--- config.mk ---
export PLATFORM = sky130hd
export DESIGN_NAME = ttt_engine
export DESIGN_NICKNAME = d
export VERILOG_FILES = /design/src/rtl/ttt_pkg.sv /design/src/rtl/ttt_board.sv /design/src/rtl/ttt_line_eval.sv /design/src/rtl/ttt_ctrl.sv /design/src/rtl/ttt_engine.sv
export SDC_FILE = /design/constraint.sdc
export NUM_CORES = 1
export LEC_CHECK = 0
export ABC_CLOCK_PERIOD_IN_PS = 7300
export BUFFER_PORTS_ARGS = -buffer_cell sky130_fd_sc_hd__buf_2
export CORE_UTILIZATION = 30
export DETAILED_ROUTE_END_ITERATION = 6
export GPL_TIMING_DRIVEN = 0
export MAX_ROUTING_LAYER = met4
export SETUP_SLACK_MARGIN = 0.5
export SYNTH_ARGS = -nofsm -noshare
export SYNTH_HDL_FRONTEND = slang
export SYNTH_SLANG_ARGS = --single-unit
export TNS_END_PERCENT = 20
--- constraint.sdc ---
create_clock -name clk_i -period 7.3 [get_ports clk_i]
set_input_delay 1.46 -clock clk_i [delete_from_list [all_inputs] [get_ports clk_i]]
set_output_delay 1.46 -clock clk_i [all_outputs]
set_load 0.005 [all_outputs]
--- src/rtl/ttt_pkg.sv ---
package ttt_pkg;
  typedef enum logic [1:0] {
    CELL_EMPTY = 2'b00,
    CELL_X     = 2'b01,
    CELL_O     = 2'b10
  } cell_e;

  typedef enum logic [1:0] {
    ST_START = 2'd0,
    ST_CHECK = 2'd1,
    ST_FILL  = 2'd2
  } state_e;
endpackage

--- src/rtl/ttt_board.sv ---
module ttt_board #(
  parameter int N = 3,
  localparam int CELLS = N * N,
  localparam int IW = $clog2(CELLS)
) (
  input  logic                 clk_i,
  input  logic                 rst_ni,
  input  logic                 clr_i,
  input  logic                 we_i,
  input  logic [IW-1:0]        idx_i,
  input  ttt_pkg::cell_e       sym_i,
  output logic [2*CELLS-1:0]   board_o
);
  for (genvar i = 0; i < CELLS; i++) begin : g_cell
    logic [1:0] cell_q;
    always_ff @(posedge clk_i or negedge rst_ni) begin
      if (!rst_ni)                          cell_q <= ttt_pkg::CELL_EMPTY;
      else if (clr_i)                       cell_q <= ttt_pkg::CELL_EMPTY;
      else if (we_i && idx_i == IW'(i))     cell_q <= sym_i;
    end
    assign board_o[2*i +: 2] = cell_q;
  end
endmodule

--- src/rtl/ttt_line_eval.sv ---
module ttt_line_eval #(
  parameter int N = 3,
  localparam int CELLS = N * N,
  localparam int LINES = 2 * N + 2
) (
  input  logic [2*CELLS-1:0] board_i,
  output logic               x_win_o,
  output logic               o_win_o,
  output logic               full_o,
  output logic [CELLS-1:0]   win_mask_o
);
  logic [LINES-1:0] line_x, line_o;
  logic [CELLS-1:0] line_mask [LINES];
  logic [CELLS-1:0] occ;

  for (genvar l = 0; l < LINES; l++) begin : g_line
    logic [N-1:0] is_x, is_o;
    logic [CELLS-1:0] m;
    for (genvar k = 0; k < N; k++) begin : g_pos
      // rows, then columns, then main and anti diagonal
      localparam int IDX = (l < N)     ? l * N + k :
                           (l < 2 * N) ? k * N + (l - N) :
                           (l == 2 * N)? k * N + k :
                                         k * N + (N - 1 - k);
      assign is_x[k] = board_i[2*IDX +: 2] == ttt_pkg::CELL_X;
      assign is_o[k] = board_i[2*IDX +: 2] == ttt_pkg::CELL_O;
      assign m[IDX]  = 1'b1;
    end
    for (genvar c = 0; c < CELLS; c++) begin : g_fill
      // cells not on this line
      localparam bit ON = (l < N)     ? (c / N == l) :
                          (l < 2 * N) ? (c % N == l - N) :
                          (l == 2 * N)? (c / N == c % N) :
                                        (c / N + c % N == N - 1);
      if (!ON) begin : g_off
        assign m[c] = 1'b0;
      end
    end
    assign line_x[l]    = &is_x;
    assign line_o[l]    = &is_o;
    assign line_mask[l] = m;
  end

  for (genvar c = 0; c < CELLS; c++) begin : g_occ
    assign occ[c] = board_i[2*c +: 2] != ttt_pkg::CELL_EMPTY;
  end

  always_comb begin
    win_mask_o = '0;
    for (int l = 0; l < LINES; l++) begin
      if (line_x[l] || line_o[l]) win_mask_o |= line_mask[l];
    end
  end

  assign x_win_o = |line_x;
  assign o_win_o = |line_o;
  assign full_o  = &occ;
endmodule

--- src/rtl/ttt_ctrl.sv ---
module ttt_ctrl #(
  parameter int N = 3,
  localparam int CELLS = N * N,
  localparam int IW = $clog2(CELLS),
  localparam int RW = $clog2(N)
) (
  input  logic               clk_i,
  input  logic               rst_ni,
  input  logic               new_game_i,
  input  logic               req_i,
  input  logic               choice_i,
  input  logic [RW-1:0]      row_i,
  input  logic [RW-1:0]      col_i,
  input  logic [2*CELLS-1:0] board_i,
  input  logic               game_over_i,
  output logic               done_o,
  output logic               repeat_o,
  output logic               we_o,
  output logic [IW-1:0]      idx_o,
  output ttt_pkg::cell_e     sym_o
);
  import ttt_pkg::*;

  state_e      state_q, state_d;
  logic        req_q;
  logic        sym_q;
  logic [RW-1:0] row_q, col_q;
  logic        done_q, rep_q;
  logic        in_range, occupied, reject;
  logic [31:0] idx_full;

  assign idx_full = 32'(row_q) * 32'(N) + 32'(col_q);
  assign idx_o    = idx_full[IW-1:0];
  assign in_range = (32'(row_q) < 32'(N)) && (32'(col_q) < 32'(N));
  assign occupied = in_range && (board_i[2*idx_o +: 2] != CELL_EMPTY);
  assign reject   = !in_range || occupied || game_over_i;
  assign sym_o    = sym_q ? CELL_O : CELL_X;
  assign we_o     = (state_q == ST_FILL) && !new_game_i;

  always_comb begin
    state_d = state_q;
    unique case (state_q)
      ST_START: if (req_i && !req_q) state_d = ST_CHECK;
      ST_CHECK: state_d = reject ? ST_START : ST_FILL;
      ST_FILL:  state_d = ST_START;
      default:  state_d = ST_START;
    endcase
    if (new_game_i) state_d = ST_START;
  end

  always_ff @(posedge clk_i or negedge rst_ni) begin
    if (!rst_ni) begin
      state_q <= ST_START;
      req_q   <= 1'b0;
      sym_q   <= 1'b0;
      row_q   <= '0;
      col_q   <= '0;
      done_q  <= 1'b0;
      rep_q   <= 1'b0;
    end else begin
      state_q <= state_d;
      req_q   <= req_i;
      done_q  <= 1'b0;
      rep_q   <= 1'b0;
      if (state_q == ST_START && req_i && !req_q) begin
        sym_q <= choice_i;
        row_q <= row_i;
        col_q <= col_i;
      end
      if (!new_game_i) begin
        if (state_q == ST_CHECK && reject) begin
          done_q <= 1'b1;
          rep_q  <= 1'b1;
        end
        if (state_q == ST_FILL) done_q <= 1'b1;
      end
    end
  end

  assign done_o   = done_q;
  assign repeat_o = rep_q;
endmodule

--- src/rtl/ttt_engine.sv ---
module ttt_engine #(
  parameter int N = 3,
  localparam int CELLS = N * N,
  localparam int IW = $clog2(CELLS),
  localparam int RW = $clog2(N)
) (
  input  logic               clk_i,
  input  logic               rst_ni,
  input  logic               new_game_i,
  input  logic               req_i,
  input  logic               choice_i,
  input  logic [RW-1:0]      row_i,
  input  logic [RW-1:0]      col_i,
  output logic               done_o,
  output logic               is_repeat_o,
  output logic               is_full_o,
  output logic               x_win_o,
  output logic               o_win_o,
  output logic [CELLS-1:0]   win_mask_o,
  output logic [2*CELLS-1:0] board_o
);
  logic           we;
  logic [IW-1:0]  idx;
  ttt_pkg::cell_e sym;

  ttt_ctrl #(.N(N)) u_ctrl (
    .clk_i, .rst_ni, .new_game_i, .req_i, .choice_i, .row_i, .col_i,
    .board_i     (board_o),
    .game_over_i (x_win_o | o_win_o),
    .done_o,
    .repeat_o    (is_repeat_o),
    .we_o        (we),
    .idx_o       (idx),
    .sym_o       (sym)
  );

  ttt_board #(.N(N)) u_board (
    .clk_i, .rst_ni,
    .clr_i   (new_game_i),
    .we_i    (we),
    .idx_i   (idx),
    .sym_i   (sym),
    .board_o
  );

  ttt_line_eval #(.N(N)) u_eval (
    .board_i    (board_o),
    .x_win_o,
    .o_win_o,
    .full_o     (is_full_o),
    .win_mask_o
  );
endmodule

==> impl_metrics.py, run 1 <==
metrics = {
    "clock_network": {
        "numCtsBuffers": 3,
        "clkSinkCount": 28,
        "clkTransAtPathRegs_ps": 100,
        "cts_tree": "built",
        "cts_max_level": 1,
        "cts_setup_buffers": 0,
        "hold_buffers": 0,
        "worstSkewPairLatency_ps": 280,
        "clockRootBuffer": "clkbuf_8",
        "cts_resized": 0,
        "cts_buffer_depth": 2,
    },
    "floorplan": {
        "row_count": 27,
        "top_level_ports": 41,
        "initial_core_util_pct": 31.8,
        "coreArea_mm2": 0.00561,
        "die-area_mm2": 0.00625,
        "die_x_um": 79.1,
        "die_h_um": 79.1,
    },
    "critical_path": {
        "r2r_setup_slack_ps": 4020,
        "required_ps": 5840,
        "rr_startpoint": "u_ctrl.row_q[1]",
        "worstPathMaxFanout": 8,
        "cp.arrival_ps": 1950,
        "crit_buf_inv": 1,
        "path_delay_family": "simple AND/OR/NAND/NOR gates",
        "cp-end-kind": "primary output",
        "critPathLaunchType": "flip-flop",
        "slowest_delay_ps": 570,
        "cp_slowest_cell": "or4_1",
        "crit_chain": "nor4bb_1, o21ai_1, o311ai_0, or4_1, buf_2",
        "r2r_end": "u_board.g_cell[3].cell_q[0]",
        "reg2reg_depth": 9,
        "timing_worst_setup_path_type": "flip-flop to primary output",
    },
    "power_and_ir_drop": {
        "power_density_mw_per_mm2": 195,
        "clkPwrFrac_pct": 29.7,
        "peakVddDrop_mv": 0.0929,
        "switching_share_pct": 32.3,
        "pwr-share-seq_pct": 40.3,
        "power.net_switching_mw": 0.134,
        "leakage_nw": 1.03,
        "comb_power_share_pct": 30.1,
        "p_int_mw": 0.282,
    },
    "placed_design": {
        "gp_congestion": 0.814,
        "place_inst": 316,
        "place_hpwl_um": 3480,
        "place_ws_ps": 4070,
        "port_buffers": 39,
    },
    "min_path": {
        "holdPathStages": 1,
        "min_to": "u_ctrl.col_q[0]",
        "hp-class": "flip-flop to flip-flop",
        "hold_path.startpoint": "u_ctrl.col_q[0]",
    },
    "route": {
        "wirelength_um": 4640,
        "antenna_left": 0,
        "drc": 0,
        "dr.pass1.iters": 4,
        "route.vias.total": 1669,
        "vias_per_cell": 5.22,
        "drt_iter0_drc": 102,
        "avgRoutedWirePerCell_um": 14.5,
    },
    "layout": {
        "drive_above_1_share_pct": 19.8,
        "syn_to_final_growth_pct": 20.0,
        "fin_util_pct": 38.1,
        "diodes": 0,
        "fin_nets": 263,
        "stdcell_count": 320,
    },
    "timing": {
        "hold_viol_final": 0,
        "finalClockSkew_ps": 6.15,
        "worst_pin_slew_ps": 962,
        "setup_viol": 0,
        "max_freq_ghz": 0.293,
        "fin_setup_tns_ps": 0,
        "holdWs_ps": 566,
        "fin_crit_sh_pct": 46.7,
        "rsz0062_at_grt": "no",
        "slew_violations": 0,
        "min_period_ps": 3410,
        "worst_slack_ps": 3890,
        "slew_headroom_pct": 35.3,
    },
    "logic_synthesis": {
        "synth_edf_count": 0,
        "synth_area_leaders": "dfrtp_1 (39%), a21oi_1 (5.1%), nor2_1 (4.6%), nor2b_1 (4.6%), nand3_1 (4.5%)",
        "synth_top_area_share_pct": 39.3,
        "synthFlopType": "dfrtp_1",
        "yosysSeqAreaShare_pct": 39.3,
        "async_flop_share_pct": 100,
        "yosys-top-cells-count": "dfrtp_1 (28), nor2_1 (22), nand2_1 (19)",
        "syn_nets": 219,
        "ys_ff_latch": 28,
        "yosys.cell_types.count": 46,
        "yosysWarnings": 0,
        "syn-mean-instance-area_um2": 8.69,
        "yosysMostFrequentCell": "dfrtp_1",
        "yosysTopAreaCell": "dfrtp_1",
        "synth_cells": 205,
        "synth_area_mm2": 0.00178,
    },
    "global_route": {
        "grt_pass1_vias": 1590,
        "grt_pass1_wl_um": 7780,
        "grt_start_max_net_pins": 29,
        "overflow": 0,
        "grt_antenna_before_repair": 0,
        "grt_use_total_pct": 16.1,
    },
    "outcome": {
        "run_status": "finished, final reports clean",
    },
    "run": {
        "drv_cap": 0,
    },
}
## power by group through the flow
stage	Clock, mW	Sequential (mW)	Combinational [mW]
finish	0.123	0.168	0.125
global route	0.134	0.169	0.141
CTS	0.127	0.168	0.125
detailed placement	0	0.171	0.125
global placement	0	0.171	0.123
floorplan	0	0.169	0.0951
## how the worst max path moves through the flow
| stage | from | to | slack [ps] | cells past startpoint |
|---|---|---|---|---|
| after CTS | u_board.g_cell[3].cell_q[0] | x_win_o | 3900 | 5 |
| after global placement | u_ctrl.row_q[1] | u_board.g_cell[3].cell_q[1] | 4080 | 9 |
| final | u_board.g_cell[1].cell_q[0] | x_win_o | 3890 | 5 |
| after floorplan | u_ctrl.row_q[1] | u_board.g_cell[3].cell_q[0] | 4500 | 9 |
| after detailed placement | u_ctrl.row_q[1] | u_board.g_cell[3].cell_q[1] | 4070 | 9 |
| after global routing | u_ctrl.row_q[1] | u_board.g_cell[5].cell_q[1] | 3780 | 10 |
## worst reg2reg max path, stage by stage, from the launching register on
cell	delay (ps)
dfrtp_1	430
inv_1	90
fa_1	520
inv_1	60
ha_1	200
fa_1	480
nor4_2	860
nand3_1	270
a21oi_1	200
nor2_1	50
## cells in the final DEF, fill, tap and decap left out, drive strengths merged, types with 2 or more instances in the layout
cell	n
a22oi	2
dfrtp	28
clkbuf	10
nor4bb	4
nor2	22
o31a	2
or4	4
a311oi	3
a21oi	18
nor2b	13
and2	3
nand2	19
and4bb	2
fa	2
nor3	7
inv	6
buf	39
ha	3
nand3	16
nor4b	3
and2b	2
nor3b	2
nor4	2
o21ai	7
nand4b	2
o22ai	2
a31oi	3
and3	2
nand2b	5
## state kept, by name, summed over array words and instances, names as in the netlist
signal                 flops
u_ctrl.col_q               2
u_ctrl.done_o              1
u_ctrl.req_q               1
u_ctrl.repeat_o            1
u_ctrl.row_q               2
u_ctrl.state_q             2
u_ctrl.sym_q               1
u_board.g_cell.cell_q     18
## area by class of cell
class	instances	area, µm²
Sequential cell	28	701
Fill cell	597	3470
Inverter	6	22.5
Clock inverter	1	30.0
Timing Repair Buffer	39	195
Tap cell	72	90.1
Clock buffer	3	41.3
Buffer	7	26.3
Multi-Input combinational cell	164	1030
## through the flow
step	cell area, µm²	power (mW)
2_1_floorplan	1780	0.265
3_3_place_gp	2070	0.294
3_5_place_dp	2070	0.296
4_1_cts	2140	0.420
5_1_grt	2140	0.444
6_report	2140	0.416
## layer usage
layer / vias to the layer above / routed length, µm / track usage (%)
li1: 836 / - / -
met1: 799 / 2310 / 21.7
met2: 32 / 2140 / 25.2
met3: 2 / 157 / 2.53
met4: 0 / 21 / 4.00
met5: - / 0 / -
## cells by family (layout without fill, tap and decap cells)
| group | after synthesis | count (layout) | synth area share (%) |
|---|---|---|---|
| xor+xnor | 1 | 1 | 0.492 |
| fa+ha+maj | 5 | 5 | 4.35 |
| simple gates | 113 | 113 | 37.1 |
| buf+inv | 13 | 56 | 2.74 |
| mux | 2 | 2 | 1.19 |
| flops | 28 | 28 | 39.3 |
| compound gates | 43 | 43 | 14.8 |
No activity file was read; power rests on OpenSTA's default activity.
==> inputs of run 2 (changes only) <==
Settings changed: ABC_CLOCK_PERIOD_IN_PS 7300 to 3570.
Clock period 7.3 ns to 3.57 ns, I/O delays scaled along.
==> impl_metrics.py, run 2 (synthesized netlist as in run 1, its figures left out) <==
metrics = {
    "outcome": {
        "run_status": "finished, final reports clean",
    },
    "route": {
        "drc": 0,
        "route.vias.total": 1722,
        "vias_per_cell": 5.27,
        "dr.pass1.iters": 4,
        "avgRoutedWirePerCell_um": 14.4,
        "antenna_left": 0,
        "wirelength_um": 4710,
        "drt_iter0_drc": 111,
    },
    "critical_path": {
        "timing_worst_setup_path_type": "flip-flop to flip-flop",
        "critPathLaunchType": "flip-flop",
        "worstPathMaxFanout": 8,
        "cp-startpoint": "u_ctrl.row_q[1]",
        "reg2reg_depth": 11,
        "r2r_setup_slack_ps": 560,
        "r2r_end": "u_ctrl.done_o",
        "cp-end-kind": "flip-flop",
        "required_ps": 3730,
        "cp.arrival_ps": 3170,
        "rr_startpoint": "u_ctrl.row_q[1]",
        "critical_path.endpoint": "u_ctrl.done_o",
    },
    "timing": {
        "rsz0062_at_grt": "yes",
        "holdWs_ps": 444,
        "worst_pin_slew_ps": 771,
        "fin_setup_tns_ps": 0,
        "setup_viol": 0,
        "hold_viol_final": 0,
        "finalClockSkew_ps": 4.15,
        "max_freq_ghz": 0.332,
        "min_period_ps": 3010,
        "slew_headroom_pct": 48.5,
        "slew_violations": 0,
        "fin_crit_sh_pct": 84.4,
    },
    "global_route": {
        "grt_pass1_vias": 1589,
        "grt_antenna_before_repair": 0,
        "grt_pass1_wl_um": 7780,
        "grt_use_total_pct": 16.1,
        "overflow": 0,
        "grt_start_max_net_pins": 29,
    },
    "floorplan": {
        "coreArea_mm2": 0.00561,
        "die-area_mm2": 0.00625,
        "initial_core_util_pct": 31.8,
        "die_h_um": 79.1,
        "die_x_um": 79.1,
        "row_count": 27,
        "top_level_ports": 41,
    },
    "power_and_ir_drop": {
        "power_density_mw_per_mm2": 396,
        "peakVddDrop_mv": 0.190,
        "leakage_nw": 1.08,
    },
    "clock_network": {
        "cts_tree": "built",
        "worstSkewPairLatency_ps": 280,
        "clockRootBuffer": "clkbuf_8",
        "cts_max_level": 1,
        "clkTransAtPathRegs_ps": 100,
        "cts_buffer_depth": 2,
        "numCtsBuffers": 3,
        "clkSinkCount": 28,
    },
    "layout": {
        "final_common_cell": "buf_2",
        "syn_to_final_growth_pct": 24.4,
        "fin_nets": 270,
        "seq_area_um2": 701,
        "drive_above_1_share_pct": 22.4,
        "diodes": 0,
        "num-fill-cells": 592,
        "largest_reg_flops": 18,
        "final_cell_mix": "buf_2 (39), dfrtp_1 (28), nor2_1 (22)",
        "registers.top_by_ff_count": "u_board.g_cell.cell_q",
        "multi_input_area_mm2": 0.00106,
    },
    "placed_design": {
        "port_buffers": 39,
        "place_hpwl_um": 3480,
        "gp_congestion": 0.814,
    },
    "run": {
        "drv_cap": 0,
    },
    "min_path": {
        "hp-class": "input port to async pin",
    },
}
## run 2: cell types whose count changed in the layout (fill, tap and decap cells not counted), sizes merged
cell / before / now
buf: 39 / 46
## run 2: worst min-delay path by stage
stage               cells past startpoint             from  slack (ps)                          end
global placement                        1  u_ctrl.col_q[0]         530              u_ctrl.col_q[0]
floorplan                               0           rst_ni         420  u_board.g_cell[0].cell_q[0]
detailed placement                      1  u_ctrl.col_q[0]         540              u_ctrl.col_q[0]
finish                                  1           rst_ni         440              u_ctrl.row_q[1]
CTS                                     1           rst_ni         460              u_ctrl.row_q[1]
global route                            1           rst_ni         480              u_ctrl.col_q[1]
## run 2: metal layers
metal  share of wire, %  GRT usage (%)  vias up  wire (µm)
li1                   -              -      849          -
met1                 48           21.7      828       2260
met2                 47           25.2       41       2230
met3                4.0           2.53        4        190
met4               0.57           4.00        0         27
met5                  0              -        -          0
## run 2: power by group
part           total, mW  switching, mW  internal (mW)
clock network      0.252          0.102          0.150
logic              0.283          0.176          0.107
registers          0.342         0.0114          0.331
## run 2: worst max-delay path: stages, from the launching register on
cell and delay, ps:
dfrtp_1 430, inv_1 90, fa_1 520, inv_1 60, ha_1 270, clkbuf_1 310, nor2b_4 270, nand2_1 80
o2111ai_1 100, o211ai_1 120, or4_4 510, o2bb2ai_1 140
## run 2: area by class of cell
| type | count | share of cell area, % |
|---|---|---|
| clock buffers | 3 | 1.86 |
| well taps | 72 | 4.07 |
| flip-flops and latches | 28 | 31.6 |
| plain buffers | 7 | 1.19 |
| clock inverters | 1 | 1.36 |
| repair buffers | 46 | 11.2 |
| multi-input cells | 164 | 47.7 |
| inverters | 6 | 1.02 |
## run 2: repair_timing
action | in CTS | in global routing
hold buffers | 0 | 0
hold endpoints to repair | 0 | 0
pin swaps | 0 | 1
setup buffers | 0 | 7
endpoints found under the setup margin | 15 | 16
resized for setup | 1 | 3
## run 2: through the flow
stage	power, mW	cells	utilization [%]	setup slack (ps)	instance area (µm²)
final	0.877	327	39.5	557	2220
after global routing	0.932	327	39.5	375	2220
after CTS	0.863	320	38.3	368	2150
after detailed placement	0.605	316	36.9	341	2070
after global placement	0.600	316	36.9	350	2070
after floorplan	0.541	205	-	767	1780
==> inputs of run 3 (changes only) <==
Settings changed: ABC_AREA from default to 1, ABC_CLOCK_PERIOD_IN_PS 3570 to 2660.
Clock period 3.57 ns to 2.66 ns, I/O delays scaled along.
==> impl_metrics.py, run 3 <==
metrics = {
    "power_and_ir_drop": {
        "pwr-share-seq_pct": 38.2,
        "power_density_mw_per_mm2": 550,
        "leakage_nw": 1.28,
        "power.net_switching_mw": 0.422,
        "power_mw": 1.23,
        "clkPwrFrac_pct": 27.4,
        "switching_share_pct": 34.4,
        "comb_power_share_pct": 34.5,
        "p_int_mw": 0.804,
        "peakVddDrop_mv": 0.296,
    },
    "critical_path": {
        "crit_top_cell": "inv_2",
        "slowest_delay_ps": 560,
        "worst-path-stages": 11,
        "cp.arrival_ps": 2640,
        "crit_chain": "inv_2, fa_1, inv_1, ha_2, fa_2, nor2_2, inv_2, nor2_4, nand3_4, nand3_1, o21ai_0",
        "crit_buf_inv": 3,
        "timing_worst_setup_path_type": "flip-flop to flip-flop",
        "r2r_end": "u_board.g_cell[3].cell_q[0]",
        "path_delay_family": "adder cells",
        "rr_startpoint": "u_ctrl.col_q[1]",
        "reg2reg_depth": 11,
        "worstPathMaxFanout": 4,
        "critPathLaunchType": "flip-flop",
        "cp-end-kind": "flip-flop",
        "r2r_setup_slack_ps": 180,
        "required_ps": 2820,
        "cp_slowest_cell": "fa_1",
    },
    "layout": {
        "multi_input_area_um2": 948,
        "final_common_cell": "nor2_1",
        "fin_nets": 320,
        "diodes": 0,
        "seq_area_um2": 701,
        "num-fill-cells": 592,
        "final_cell_area_mm2": 0.00223,
        "registers.top_by_ff_count": "u_board.g_cell.cell_q",
        "stdcell_count": 377,
        "final_cell_mix": "nor2_1 (45), nand2_1 (42), buf_2 (41)",
        "largest_reg_flops": 18,
        "drive_above_1_share_pct": 26.2,
        "syn_to_final_growth_pct": 28.9,
    },
    "logic_synthesis": {
        "yosysWarnings": 0,
        "yosysTopAreaCell": "dfrtp_1",
        "yosysMostFrequentCell": "nand2_1",
        "synth_edf_count": 0,
        "syn_nets": 269,
        "syn-mean-instance-area_um2": 6.78,
        "synth_area_leaders": "dfrtp_1 (41%), nand3_1 (12%), nand2_1 (11%), nor2_1 (11%), inv_1 (9.3%)",
        "synth_area_mm2": 0.00173,
        "synth_cells": 255,
        "yosys-top-cells-count": "nand2_1 (51), nor2_1 (49), inv_1 (43)",
        "async_flop_share_pct": 100,
        "synth_top_area_share_pct": 40.5,
        "yosysSeqAreaShare_pct": 40.5,
        "ys_ff_latch": 28,
        "synthFlopType": "dfrtp_1",
        "yosys.cell_types.count": 20,
    },
    "floorplan": {
        "initial_core_util_pct": 31.2,
        "die_x_um": 77.9,
        "row_count": 27,
        "coreArea_mm2": 0.00554,
        "die-area_mm2": 0.00607,
        "top_level_ports": 41,
        "die_h_um": 77.9,
    },
    "timing": {
        "finalClockSkew_ps": 6.39,
        "max_freq_ghz": 0.404,
        "worst_pin_slew_ps": 615,
        "fin_crit_sh_pct": 93.1,
        "fin_setup_tns_ps": 0,
        "worst_slack_ps": 183,
        "setup_viol": 0,
        "min_period_ps": 2480,
        "rsz0062_at_grt": "yes",
        "hold_viol_final": 0,
        "slew_violations": 0,
        "slew_headroom_pct": 59.0,
    },
    "clock_network": {
        "cts_buffer_depth": 2,
        "clockRootBuffer": "clkbuf_8",
        "clkSinkCount": 28,
        "worstSkewPairLatency_ps": 280,
        "cts_max_level": 1,
        "numCtsBuffers": 3,
        "cts_tree": "built",
        "clkTransAtPathRegs_ps": 100,
    },
    "placed_design": {
        "placed_area_mm2": 0.00203,
        "gp_congestion": 0.956,
        "port_buffers": 40,
        "place_ws_ps": 147,
        "place_inst": 367,
        "place_hpwl_um": 3550,
    },
    "route": {
        "avgRoutedWirePerCell_um": 12.2,
        "drc": 0,
        "dr.pass1.iters": 4,
        "vias_per_cell": 4.69,
        "antenna_left": 0,
        "wirelength_um": 4600,
        "route.vias.total": 1769,
        "drt_iter0_drc": 77,
    },
    "global_route": {
        "grt_start_max_net_pins": 29,
        "grt_use_total_pct": 16.1,
        "overflow": 0,
        "grt_antenna_before_repair": 0,
        "grt_pass1_vias": 1632,
        "grt_pass1_wl_um": 7370,
    },
    "run": {
        "drv_cap": 0,
    },
    "min_path": {
        "hp-class": "input port to async pin",
    },
    "outcome": {
        "run_status": "finished, final reports clean",
    },
}
==> run 3: through the flow <==
| stage | hold WS [ps] | util (%) |
|---|---|---|
| 2_1_floorplan | 236 | - |
| 6_report | 253 | 40.2 |
| 3_5_place_dp | 536 | 36.7 |
| 3_3_place_gp | 533 | 36.7 |
| 5_1_grt | 286 | 40.2 |
| 4_1_cts | 270 | 38.8 |
==> run 3: kinds of logic after synthesis <==
kind of cell	share of synthesized area [%]
compound gates	7.67
xor+xnor	0.507
fa+ha+maj	4.49
buf+inv	10.1
flops	40.5
mux	0.651
simple gates	36.1
==> run 3: power groups by stage <==
stage               clock network (mW)  logic [mW]  registers (mW)
floorplan                            0       0.236           0.477
global placement                     0       0.321           0.479
detailed placement                   0       0.321           0.479
CTS                              0.346       0.356           0.469
global route                     0.371       0.474           0.472
finish                           0.336       0.423           0.468
==> run 3: what timing repair did <==
action | in CTS | in global routing
buffers inserted | 4 | 2
endpoints found under the setup margin | 21 | 22
pin swaps | 5 | 10
gates resized for setup | 6 | 17
hold buffers | 0 | 0
==> run 3: per-layer routing <==
metal | share of wire, % | vias to the layer above | track usage [%] | wire [µm]
met1 | 47 | 804 | 20.8 | 2170
met5 | 0 | - | - | 0
met2 | 45 | 50 | 24.1 | 2050
met4 | 3.0 | 0 | 8.52 | 136
li1 | - | 904 | - | -
met3 | 5.4 | 11 | 2.82 | 249
==> run 3: worst max path at each step <==
stage	startpoint	to	slack (ps)
CTS	u_ctrl.row_q[1]	u_board.g_cell[7].cell_q[0]	180
floorplan	u_ctrl.col_q[1]	u_board.g_cell[4].cell_q[0]	370
global route	u_ctrl.col_q[1]	u_board.g_cell[1].cell_q[1]	70
global placement	u_ctrl.row_q[0]	u_ctrl.done_o	150
finish	u_ctrl.col_q[1]	u_board.g_cell[3].cell_q[0]	180
detailed placement	u_ctrl.row_q[0]	u_ctrl.done_o	150
==> run 3: worst reg2reg max path, cell delays in order, from the launching register on <==
cell and delay (ps):
dfrtp_1 380, inv_2 50, fa_1 560, inv_1 50, ha_2 180, fa_2 450, nor2_2 140, inv_2 60
nor2_4 200, nand3_4 120, nand3_1 80, o21ai_0 80
==> run 3: area by class of cell <==
cell class,count,share of cell area (%)
Tap cell,72,4.04
Buffer,2,0.393
Inverter,44,7.41
Multi-Input combinational cell,181,42.5
Clock inverter,1,1.35
Timing Repair Buffer,46,11.0
Clock buffer,3,1.85
Sequential cell,28,31.4
